File: config.mk
export PLATFORM = sky130hd
export DESIGN_NAME = nand_bridge
export DESIGN_NICKNAME = d
export VERILOG_FILES = /design/src/rtl/nand_bridge.sv
export SDC_FILE = /design/constraint.sdc
export NUM_CORES = 1
export LEC_CHECK = 0
export BUFFER_PORTS_ARGS = -buffer_cell sky130_fd_sc_hd__buf_4
export CAP_MARGIN = 20
export CORE_UTILIZATION = 54
export DETAILED_ROUTE_END_ITERATION = 12
export PLACE_DENSITY_LB_ADDON = 0.12
export SETUP_SLACK_MARGIN = 0.05
export SYNTH_ARGS = -nofsm -noshare
export SYNTH_HDL_FRONTEND = slang
export SYNTH_SLANG_ARGS = --single-unit
export TNS_END_PERCENT = 100
File: constraint.sdc
create_clock -name clk -period 4.1 [get_ports clk]
set_input_delay 0.41 -clock clk [delete_from_list [all_inputs] [get_ports clk]]
set_output_delay 0.41 -clock clk [all_outputs]
set_load 0.05 [all_outputs]
File: src/rtl/nand_bridge.sv
module nand_bridge #(
  parameter int AW = 16,
  parameter int NCS = 4,
  parameter int CSW = $clog2(NCS),
  parameter logic [AW-1:0] DIE_MASK = 'h40,
  parameter int ALE_BIT = 3,
  parameter int CLE_BIT = 4
) (
  input  logic             clk,
  input  logic             rst_n,
  input  logic             hst_req,
  input  logic             hst_we,
  input  logic [CSW-1:0]   hst_cs,
  input  logic [AW-1:0]    hst_addr,
  input  logic [31:0]      hst_wdata,
  output logic             hst_busy,
  output logic             hst_rvalid,
  output logic [31:0]      hst_rdata,
  input  logic [31:0]      cfg_timing,
  input  logic [NCS-1:0]   cfg_nand_en,
  output logic             st_ready,
  output logic [2*NCS-1:0] nd_ce_n,
  output logic             nd_ale,
  output logic             nd_cle,
  output logic             nd_we_n,
  output logic             nd_re_n,
  output logic [7:0]       nd_dout,
  output logic             nd_doe,
  input  logic [7:0]       nd_din,
  input  logic             nd_rdy
);

  typedef enum logic [2:0] {S_IDLE, S_TURN, S_SETUP, S_STRB, S_HOLD} st_t;

  st_t             st;
  logic [5:0]      cnt;
  logic [1:0]      bidx;
  logic            we_q, ale_q, cle_q, die_q, last_rd, rvalid_q, rdy_q;
  logic [CSW-1:0]  cs_q;
  logic [31:0]     wd_q, rd_q;

  wire unused_size = ^cfg_timing[1:0];

  wire [5:0] t_su  = we_q ? 6'(cfg_timing[29:26]) : 6'(cfg_timing[16:13]);
  wire [5:0] t_st  = we_q ? cfg_timing[25:20] : cfg_timing[12:7];
  wire [5:0] t_ho  = we_q ? 6'(cfg_timing[19:17]) : 6'(cfg_timing[6:4]);
  wire [5:0] t_ta  = 6'(cfg_timing[3:2]);
  wire [5:0] a_su  = hst_we ? 6'(cfg_timing[29:26]) : 6'(cfg_timing[16:13]);
  wire       accept = (st == S_IDLE) && hst_req && cfg_nand_en[hst_cs];
  wire       active = (st == S_SETUP) || (st == S_STRB) || (st == S_HOLD);

  always_ff @(posedge clk or negedge rst_n) begin
    if (!rst_n) begin
      st <= S_IDLE;
      cnt <= '0;
      bidx <= '0;
      we_q <= 1'b0;
      ale_q <= 1'b0;
      cle_q <= 1'b0;
      die_q <= 1'b0;
      cs_q <= '0;
      wd_q <= '0;
      rd_q <= '0;
      last_rd <= 1'b0;
      rvalid_q <= 1'b0;
      rdy_q <= 1'b0;
    end else begin
      rdy_q <= nd_rdy;
      rvalid_q <= 1'b0;
      case (st)
        S_IDLE: if (accept) begin
          we_q  <= hst_we;
          cs_q  <= hst_cs;
          ale_q <= hst_addr[ALE_BIT];
          cle_q <= hst_addr[CLE_BIT];
          die_q <= |(hst_addr & DIE_MASK);
          wd_q  <= hst_wdata;
          bidx  <= '0;
          if (hst_we && last_rd) begin
            st <= S_TURN;
            cnt <= t_ta;
          end else begin
            st <= S_SETUP;
            cnt <= a_su;
          end
        end
        S_TURN:
          if (cnt == 0) begin st <= S_SETUP; cnt <= t_su; end
          else cnt <= cnt - 6'd1;
        S_SETUP:
          if (cnt == 0) begin st <= S_STRB; cnt <= t_st; end
          else cnt <= cnt - 6'd1;
        S_STRB:
          if (cnt == 0) begin
            if (!we_q) rd_q[{bidx, 3'b000} +: 8] <= nd_din;
            st <= S_HOLD;
            cnt <= t_ho;
          end else cnt <= cnt - 6'd1;
        S_HOLD:
          if (cnt != 0) cnt <= cnt - 6'd1;
          else if (bidx == 2'd3) begin
            st <= S_IDLE;
            last_rd <= !we_q;
            rvalid_q <= !we_q;
          end else begin
            bidx <= bidx + 2'd1;
            st <= S_SETUP;
            cnt <= t_su;
          end
        default: st <= S_IDLE;
      endcase
    end
  end

  for (genvar i = 0; i < 2 * NCS; i++) begin : g_ce
    localparam logic [CSW-1:0] CSI = CSW'(i % NCS);
    localparam logic DIEI = (i >= NCS);
    assign nd_ce_n[i] = !(active && cs_q == CSI && die_q == DIEI);
  end

  assign nd_ale     = active && ale_q;
  assign nd_cle     = active && cle_q;
  assign nd_we_n    = !(st == S_STRB && we_q);
  assign nd_re_n    = !(st == S_STRB && !we_q);
  assign nd_doe     = active && we_q;
  assign nd_dout    = 8'(wd_q >> {bidx, 3'b000});
  assign hst_busy   = (st != S_IDLE);
  assign hst_rvalid = rvalid_q;
  assign hst_rdata  = rd_q;
  assign st_ready   = rdy_q;

endmodule


==> impl_results.md, run 1 <==
- Status: complete, no violations
- Placed Instances: ~620
- DRC Markers: 0
- Max VDD drop: roughly 0.34 mV
- CTS tree: done
- Crit start category: register
- Slew margin rel.: 34.5%
- Initial core utilization: between 50% and 60%
- # IOs: roughly 160
- PD cells: 598 nW/µm²
- # fillers: 565
- Skew-Pair Late Insertion Delay: between 0.3 and 0.4 ns
- WL/cell: 15.2 µm
- Fin util: 72.1%
- Max-cap check violation count: 0
- Min Tclk post-route: 2.76 ns
- Die Ht: 91.3 µm
- Avg Cell Area, Syn: 10.7 µm²
- Cell Area, Synth: ~4300 µm²
- Drt first pass iters: 4
- Worst-path clk slew: 0.09 ns
- CP Capture Type: register
- Critical Path Fanout Max: 15
- Yosys reg bits: 84
- Worst slew pin tran: 0.981 ns
- Die ar.: roughly 8300 µm²
- Placed cell area: about 5300 µm²
- Std-Cell Rows: 32
- Count leader, synth: dfrtp_1
- Total global-route track usage: about a quarter
- TritonCTS Buffers: 9
- Final wirelength: just under 10 mm
- Total core area: 7730 µm²
- Sequential share of the synthesized area: 48.8%
- Nets: 635
- Vias per inst: roughly 5.4
- Initial antenna violation count: 0
- Post-CTS sizing: 0
- HP Start: nd_rdy
- Req. time, crit path: 4.37 ns
- Distinct cells, synth: 54
- Vias: about 3,500
- Worst EP arrival: 3.04 ns
- Post-synthesis simple-gate area fraction: 15.8%
- First-pass GRT wire length: 16.2 mm
- HPWL after DPL: 6.98 mm
- Setup violators final: 0
- Largest family of logic cells by synthesized area: multiplexers
- Post-synth EDFFs: 0
- RR Endpoint: hst_rdata[9]
- Post-synth top area cell: dfrtp_1
- Yosys warns: 0
- Worst Path Class, Setup: register to register
- Final-report max-slew violation count: 0
- Pleak: 2.63 nW
- Compound-cell area share of the yosys netlist: 10.8%
- Top cells by area, synth: dfrtp_1 49%, mux2_2 6.8%, nand2_1 6.8%, mux4_2 5.2%, o21ai_0 4.1%
- Setup TNS: 0 ns
- Dominant synthesized flop cell: dfrtp_1
- Clock root cell: clkbuf_8
- TritonCTS Sinks: 84
- DRT antenna net count: 0
- Worst Skew: 0.0114 ns
- Routability congestion estimate: 0.804
- Synth Area in XOR/XNOR: 0.407%
- Final hold violation count: 0
- WHS Path Cells: 1
- I/O Buffers: roughly 140
- Syn Inst Count: 401
- Vias in the first global route: 3,445
- Inserted Diodes: 0
- Hold EP: st_ready
- Adder-Cell Fraction of Synth Area: 2.03%
- Worst reg-to-reg setup slack: 1.34 ns
- Multiplexer share of the synthesized area: between 10% and 20%
- Chip width: 91.3 µm
- DR iter-0 viols: 272
- Total gr overflow: 0
- CTS max path bufs: 2
- Worst r2r path cells: 5
- RSZ-0062 raised after global routing: no
- R2R Path Start: bidx[0]
- Top-area cell type share of the netlist area: 48.8%
- Fraction of registers with async set or reset after synthesis: 100%
- Layout area overhead: 29.4%
- HP Class: input pin to register
- H-tree depth: 3
- Pin count of the biggest net entering global routing: 85
- Fin area: around 5600 µm²
- Top cells by count, synth: 84 x dfrtp_1, 78 x nand2_1, 35 x o21ai_0
- Period utilization: 67.4%
- Peak Freq: 362 MHz
- Syn nets: 507
- Cell Count, Final, Fillers Out: 636
- Fraction of layout instances using a drive strength above 1: between 30 and 40%
layer usage:
layer	vias to the layer above	share of wire [%]	track usage [%]	wire, µm
met4	0	1.5	9.13	148
met1	1672	42	32.3	4050
met2	101	51	40.1	4910
met5	-	0	0	0
li1	1666	-	-	-
met3	15	5.7	5.78	550
registers in the layout (all words and copies together), names as in the netlist:
| name | flops |
|---|---|
| cs_q | 2 |
| hst_rdata | 32 |
| wd_q | 32 |
| cnt | 6 |
| st_ready | 1 |
| hst_rvalid | 1 |
| cle_q | 1 |
| bidx | 2 |
| die_q | 1 |
| we_q | 1 |
| last_rd | 1 |
| ale_q | 1 |
| st | 3 |
final cells by class:
type	instances	area, µm²	share of cell area [%]
Timing Repair Buffer	139	1070	19.1
Sequential cell	84	2100	37.7
Clock inverter	6	70.1	1.26
Multi-Input combinational cell	287	2050	36.8
Inverter	8	30.0	0.539
Clock buffer	10	128	2.29
Tap cell	102	128	2.29
stage by stage:
stage / hold slack [ns] / setup WS [ns] / total power [mW]
detailed placement: 0.473 / 1.28 / 2.75
floorplan: 0.114 / 1.99 / 2.33
global placement: 0.465 / 1.40 / 2.70
global route: 0.134 / 0.811 / 3.52
finish: 0.159 / 1.34 / 3.33
CTS: 0.140 / 1.26 / 3.35
kinds of logic (layout without fill, tap and decap cells):
| group | Yosys count | in the layout |
|---|---|---|
| xor+xnor | 2 | 2 |
| flops | 84 | 84 |
| compound gates | 76 | 76 |
| fa+ha+maj | 7 | 7 |
| buf+inv | 30 | 163 |
| mux | 62 | 62 |
| simple gates | 140 | 140 |
timing repair:
action | in CTS | in global routing
setup buffers | 0 | 0
hold buffers | 0 | 1
hold endpoints to repair | 0 | 14
cells in the final DEF (no fill, tap or decap), drive strengths merged, types with 2 or more instances in the layout:
| master | instances |
|---|---|
| o211ai | 2 |
| nor4 | 2 |
| nand3 | 11 |
| mux2 | 40 |
| nand2 | 78 |
| mux2i | 12 |
| and2 | 4 |
| nand2b | 6 |
| a31oi | 2 |
| o21ai | 49 |
| nand3b | 3 |
| a22o | 3 |
| o22ai | 2 |
| or3 | 2 |
| dfrtp | 84 |
| clkinvlp | 3 |
| clkbuf | 10 |
| ha | 7 |
| nor2b | 3 |
| mux4 | 10 |
| inv | 10 |
| nor3 | 6 |
| a21oi | 5 |
| nor3b | 5 |
| nor2 | 16 |
| a221o | 2 |
| buf | 138 |
power breakdown:
| group | switching [mW] | leakage [nW] | internal, mW | total, mW |
|---|---|---|---|---|
| clock | 0.311 | 0.0895 | 0.286 | 0.597 |
| combinational | 0.817 | 1.57 | 0.598 | 1.41 |
| sequential | 0.233 | 0.971 | 1.09 | 1.32 |
worst max-delay path, cell delays in order (launching register included):
cell	delay, ns
dfrtp_1	0.85
inv_1	0.29
ha_1	0.44
nor3b_1	0.82
nand2_1	0.13
o21ai_0	0.16
how the worst max path moves through the flow:
stage,from,endpoint,slack (ns),cells after the start
6_report,bidx[0],hst_rdata[9],1.34,5
2_1_floorplan,st[2],wd_q[21],1.99,7
3_3_place_gp,bidx[0],hst_rdata[13],1.40,5
3_5_place_dp,bidx[0],hst_rdata[13],1.28,5
5_1_grt,bidx[0],hst_rdata[8],0.81,5
4_1_cts,bidx[0],hst_rdata[13],1.26,5
Power figures use the tool's default switching activity.
==> run 2: changes to the inputs <==
--- a/config.mk
+++ b/config.mk
@@ -5,9 +5,10 @@
 export SDC_FILE = /design/constraint.sdc
 export NUM_CORES = 1
 export LEC_CHECK = 0
+export ABC_AREA = 1
 export BUFFER_PORTS_ARGS = -buffer_cell sky130_fd_sc_hd__buf_4
 export CAP_MARGIN = 20
-export CORE_UTILIZATION = 54
+export CORE_UTILIZATION = 46
 export DETAILED_ROUTE_END_ITERATION = 12
 export PLACE_DENSITY_LB_ADDON = 0.12
 export SETUP_SLACK_MARGIN = 0.05
==> constraint.sdc (replaced) <==
create_clock -name clk -period 2.5 [get_ports clk]
set_input_delay 0.25 -clock clk [delete_from_list [all_inputs] [get_ports clk]]
set_output_delay 0.25 -clock clk [all_outputs]
set_load 0.05 [all_outputs]
==> run 2 against run 1 <==
Sequential share of layout area shrank 2.6 points. First-iteration DRC count shrank 51%. Count of clock-buffer cells in the layout is 1 lower. Clock skew increased by 0.00093 ns. Highest routed layer unchanged.
==> impl_results.md, run 2 <==
- Status: complete, no violations (unchanged)
- Dominant synthesized flop cell: dfrtp_1 (unchanged)
- Max-cap check violation count: 0 (unchanged)
- Worst slew pin tran: 0.677 ns (was 0.981 ns)
- Initial antenna violation count: 0 (unchanged)
- Vias: 4,198 (was 3,454)
- Final-report max-slew violation count: 0 (unchanged)
- Slew margin rel.: 54.7% (was 34.5%)
- Fin util: 61.1% (was 72.1%)
- CTS max path bufs: 2 (unchanged)
- Total power: 6.75 mW (was 3.33 mW)
- Setup TNS: 0 ns (unchanged)
- Max VDD drop: 0.651 mV (was 0.339 mV)
- First-pass GRT wire length: 18.5 mm (was 16.2 mm)
- Post-CTS Hold Fix Bufs: 2 (was 0)
- Inserted Diodes: 0 (unchanged)
- Final wirelength: 11.1 mm (was 9.65 mm)
- Flop pwr share: 32.0% (was 39.6%)
- Distinct cells, synth: 29 (was 54)
- CTS tree: done (unchanged)
- HPWL after DPL: 8.35 mm (was 6.98 mm)
- Peak Freq: 455 MHz
- RSZ-0062 raised after global routing: no (unchanged)
- # fillers: 864 (was 565)
- Post-synth top area cell: dfrtp_1 (unchanged)
- Vias per inst: 5.13 (was 5.43)
- CP Capture Type: primary output (was register)
- Worst EP arrival: 1.95 ns (was 3.04 ns)
- Crit start category: register (unchanged)
- Sequential share of the synthesized area: 45.3% (was 48.8%)
- HP Class: input pin to register (unchanged)
- Total global-route track usage: 22.3% (was 24.7%)
- Post-synth EDFFs: 0 (unchanged)
- Post-CTS sizing: 0 (unchanged)
- Chip width: 102 µm (was 91.3 µm)
- Worst-path clk slew: 0.09 ns (about the same)
- Pleak: 2.87 nW (was 2.63 nW)
- Post-CTS Setup Inserts: 0 (unchanged)
- TritonCTS Sinks: 84 (unchanged)
- Skew-Pair Late Insertion Delay: 0.35 ns (about the same)
- H-tree depth: 3 (unchanged)
- Top cells by area, synth: dfrtp_1 45%, nand2_1 11%, mux2_4 9.1%, o21ai_0 6.8%, nand3_1 4.6% (was dfrtp_1 49%, mux2_2 6.8%, nand2_1 6.8%, mux4_2 5.2%, o21ai_0 4.1%)
- Cell Area, Synth: 4640 µm² (was 4300 µm²)
- Avg Cell Area, Syn: 8.55 µm² (was 10.7 µm²)
- Drt first pass iters: 4 (unchanged)
- Total gr overflow: 0 (unchanged)
- Count leader, synth: nand2_1 (was dfrtp_1)
- Routability congestion estimate: 0.933 (was 0.804)
- Req. time, crit path: 2.25 ns (was 4.37 ns)
- Syn nets: 649 (was 507)
- Most frequent cells in the layout: 143 x buf_4, 131 x nand2_1, 84 x dfrtp_1 (was 137 x buf_4, 84 x dfrtp_1, 78 x nand2_1)
- Std-Cell Rows: 36 (was 32)
- Nets: 788 (was 635)
- CP peak stage delay: 0.45 ns (was 0.85 ns)
- Pin count of the biggest net entering global routing: 37 (was 85)
- Cell type of the slowest stage on the worst timing path: dfrtp_1 (unchanged)
- Period utilization: 87.9%
- Critical Path Fanout Max: 9 (was 15)
- Sw Ratio: 47.5% (was 40.8%)
- Die Ht: 102 µm (was 91.3 µm)
- Initial core utilization: 47.5% (was 55.7%)
- Final WS setup: 0.302 ns (was 1.34 ns)
- Critical Path, Cell by Cell: nor2_4, nand2_1, o21ai_1, inv_1, nor2_1, buf_4 (was inv_1, ha_1, nor3b_1, nand2_1, o21ai_0)
- PD cells: 1130 nW/µm² (was 598 nW/µm²)
- Worst Skew: 0.0123 ns (was 0.0114 ns)
- Syn Inst Count: 543 (was 401)
- # IOs: 155 (unchanged)
- DRT antenna net count: 0 (unchanged)
- DR iter-0 viols: 133 (was 272)
- DRC Markers: 0 (unchanged)
- I/O Buffers: 137 (unchanged)
- Top-area cell type share of the netlist area: 45.3% (was 48.8%)
- Die ar.: 10,500 µm² (was 8330 µm²)
- P_int: 3.54 mW (was 1.97 mW)
- Clock power frac: 12.9% (was 17.9%)
- Most common cell after layout, fill and taps aside: buf_4 (unchanged)
- Layout area overhead: 28.8% (was 29.4%)
- Fin area: 5980 µm² (was 5570 µm²)
- Sw power: 3.20 mW (was 1.36 mW)
- Yosys warns: 0 (unchanged)
- Worst Path Class, Setup: register to primary output (was register to register)
- Total core area: 9770 µm² (was 7730 µm²)
- Clock root cell: clkbuf_8 (unchanged)
- TritonCTS Buffers: 9 (unchanged)
- Top cells by count, synth: 131 x nand2_1, 84 x dfrtp_1, 63 x o21ai_0 (was 84 x dfrtp_1, 78 x nand2_1, 35 x o21ai_0)
- Min Tclk post-route: about 2.2 ns
- Final hold violation count: 0 (unchanged)
- Fraction of layout instances using a drive strength above 1: 30.8% (was 37.3%)
- Place WS: 0.502 ns (was 1.28 ns)
- Vias in the first global route: 4,137 (was 3,445)
- Placed cell area: 5780 µm² (was 5340 µm²)
- Fraction of registers with async set or reset after synthesis: 100% (unchanged)
- Combinational power share: 55.2% (was 42.5%)
- Yosys reg bits: 84 (unchanged)
- WL/cell: 13.6 µm (was 15.2 µm)
- Setup violators final: 0 (unchanged)
==> run 2: cell count changes in the layout (fill, tap and decap cells not counted), sizes merged, moves of 8 or more <==
cell,change
inv,+41
mux2,-8
mux2i,-12
mux4,-10
nand2,+56
nand3,+34
nand4,+23
nor2,+35
o21ai,+24
==> run 2: final cells by class <==
class                           instances  area [µm²]  area share, %
Multi-Input combinational cell        391        2230           37.3
Sequential cell                        84        2100           35.2
Timing Repair Buffer                  146        1110           18.6
Inverter                               50         188           3.14
Tap cell                              133         166           2.78
Clock buffer                            9         124           2.07
Clock inverter                          6        51.3          0.858
==> run 2: cells by family (layout without fill, tap and decap cells) <==
| logic type | count (synthesis) | count (layout) | share of synthesized area (%) |
|---|---|---|---|
| mux | 32 | 32 | 10.0 |
| simple gates | 259 | 259 | 25.5 |
| compound gates | 91 | 91 | 10.3 |
| buf+inv | 68 | 211 | 6.61 |
| flops | 84 | 84 | 45.3 |
| fa+ha+maj | 7 | 7 | 1.89 |
| xor+xnor | 2 | 2 | 0.378 |
==> run 2: per-stage QoR <==
stage | hold slack (ns) | cells
3_5_place_dp | 0.240 | 802
2_1_floorplan | -0.0456 | 543
5_1_grt | 0.103 | 819
6_report | 0.124 | 819
3_3_place_gp | 0.234 | 802
4_1_cts | 0.110 | 819
==> run 2: per-layer routing <==
metal,track usage [%],routed length [µm],vias up
li1,-,-,2089
met1,29.5,4930,1953
met2,37.0,5420,144
met3,4.17,704,12
met4,7.25,91,0
met5,0,0,-
==> run 2: power by group through the flow <==
stage	combinational (mW)	sequential, mW	clock, mW
after floorplan	2.55	2.34	0
after CTS	3.73	2.15	0.892
after global routing	4.08	2.22	0.952
final	3.72	2.16	0.868
after detailed placement	3.72	2.17	0
after global placement	3.66	2.16	0
==> run 2: critical path, delay by kind of cell, from the launching register on <==
family	cells	cell delay [ns]
DFF	1	0.45
and+or+nand+nor	3	0.40
buffers and inverters	2	0.38
AOI/OAI and AO/OA	1	0.37
==> run 2: final timing paths <==
path	start	endpoint	cells after the start	slack [ns]
min in group asynchronous	rst_n	cnt[4]	2	0.39
min reg2reg	cnt[1]	cnt[1]	2	0.50
min	hst_wdata[8]	wd_q[8]	2	0.12
max	st[1]	nd_ale	6	0.30
max reg2reg	cnt[0]	hst_rdata[28]	8	0.48
max in group asynchronous	rst_n	wd_q[4]	3	1.41
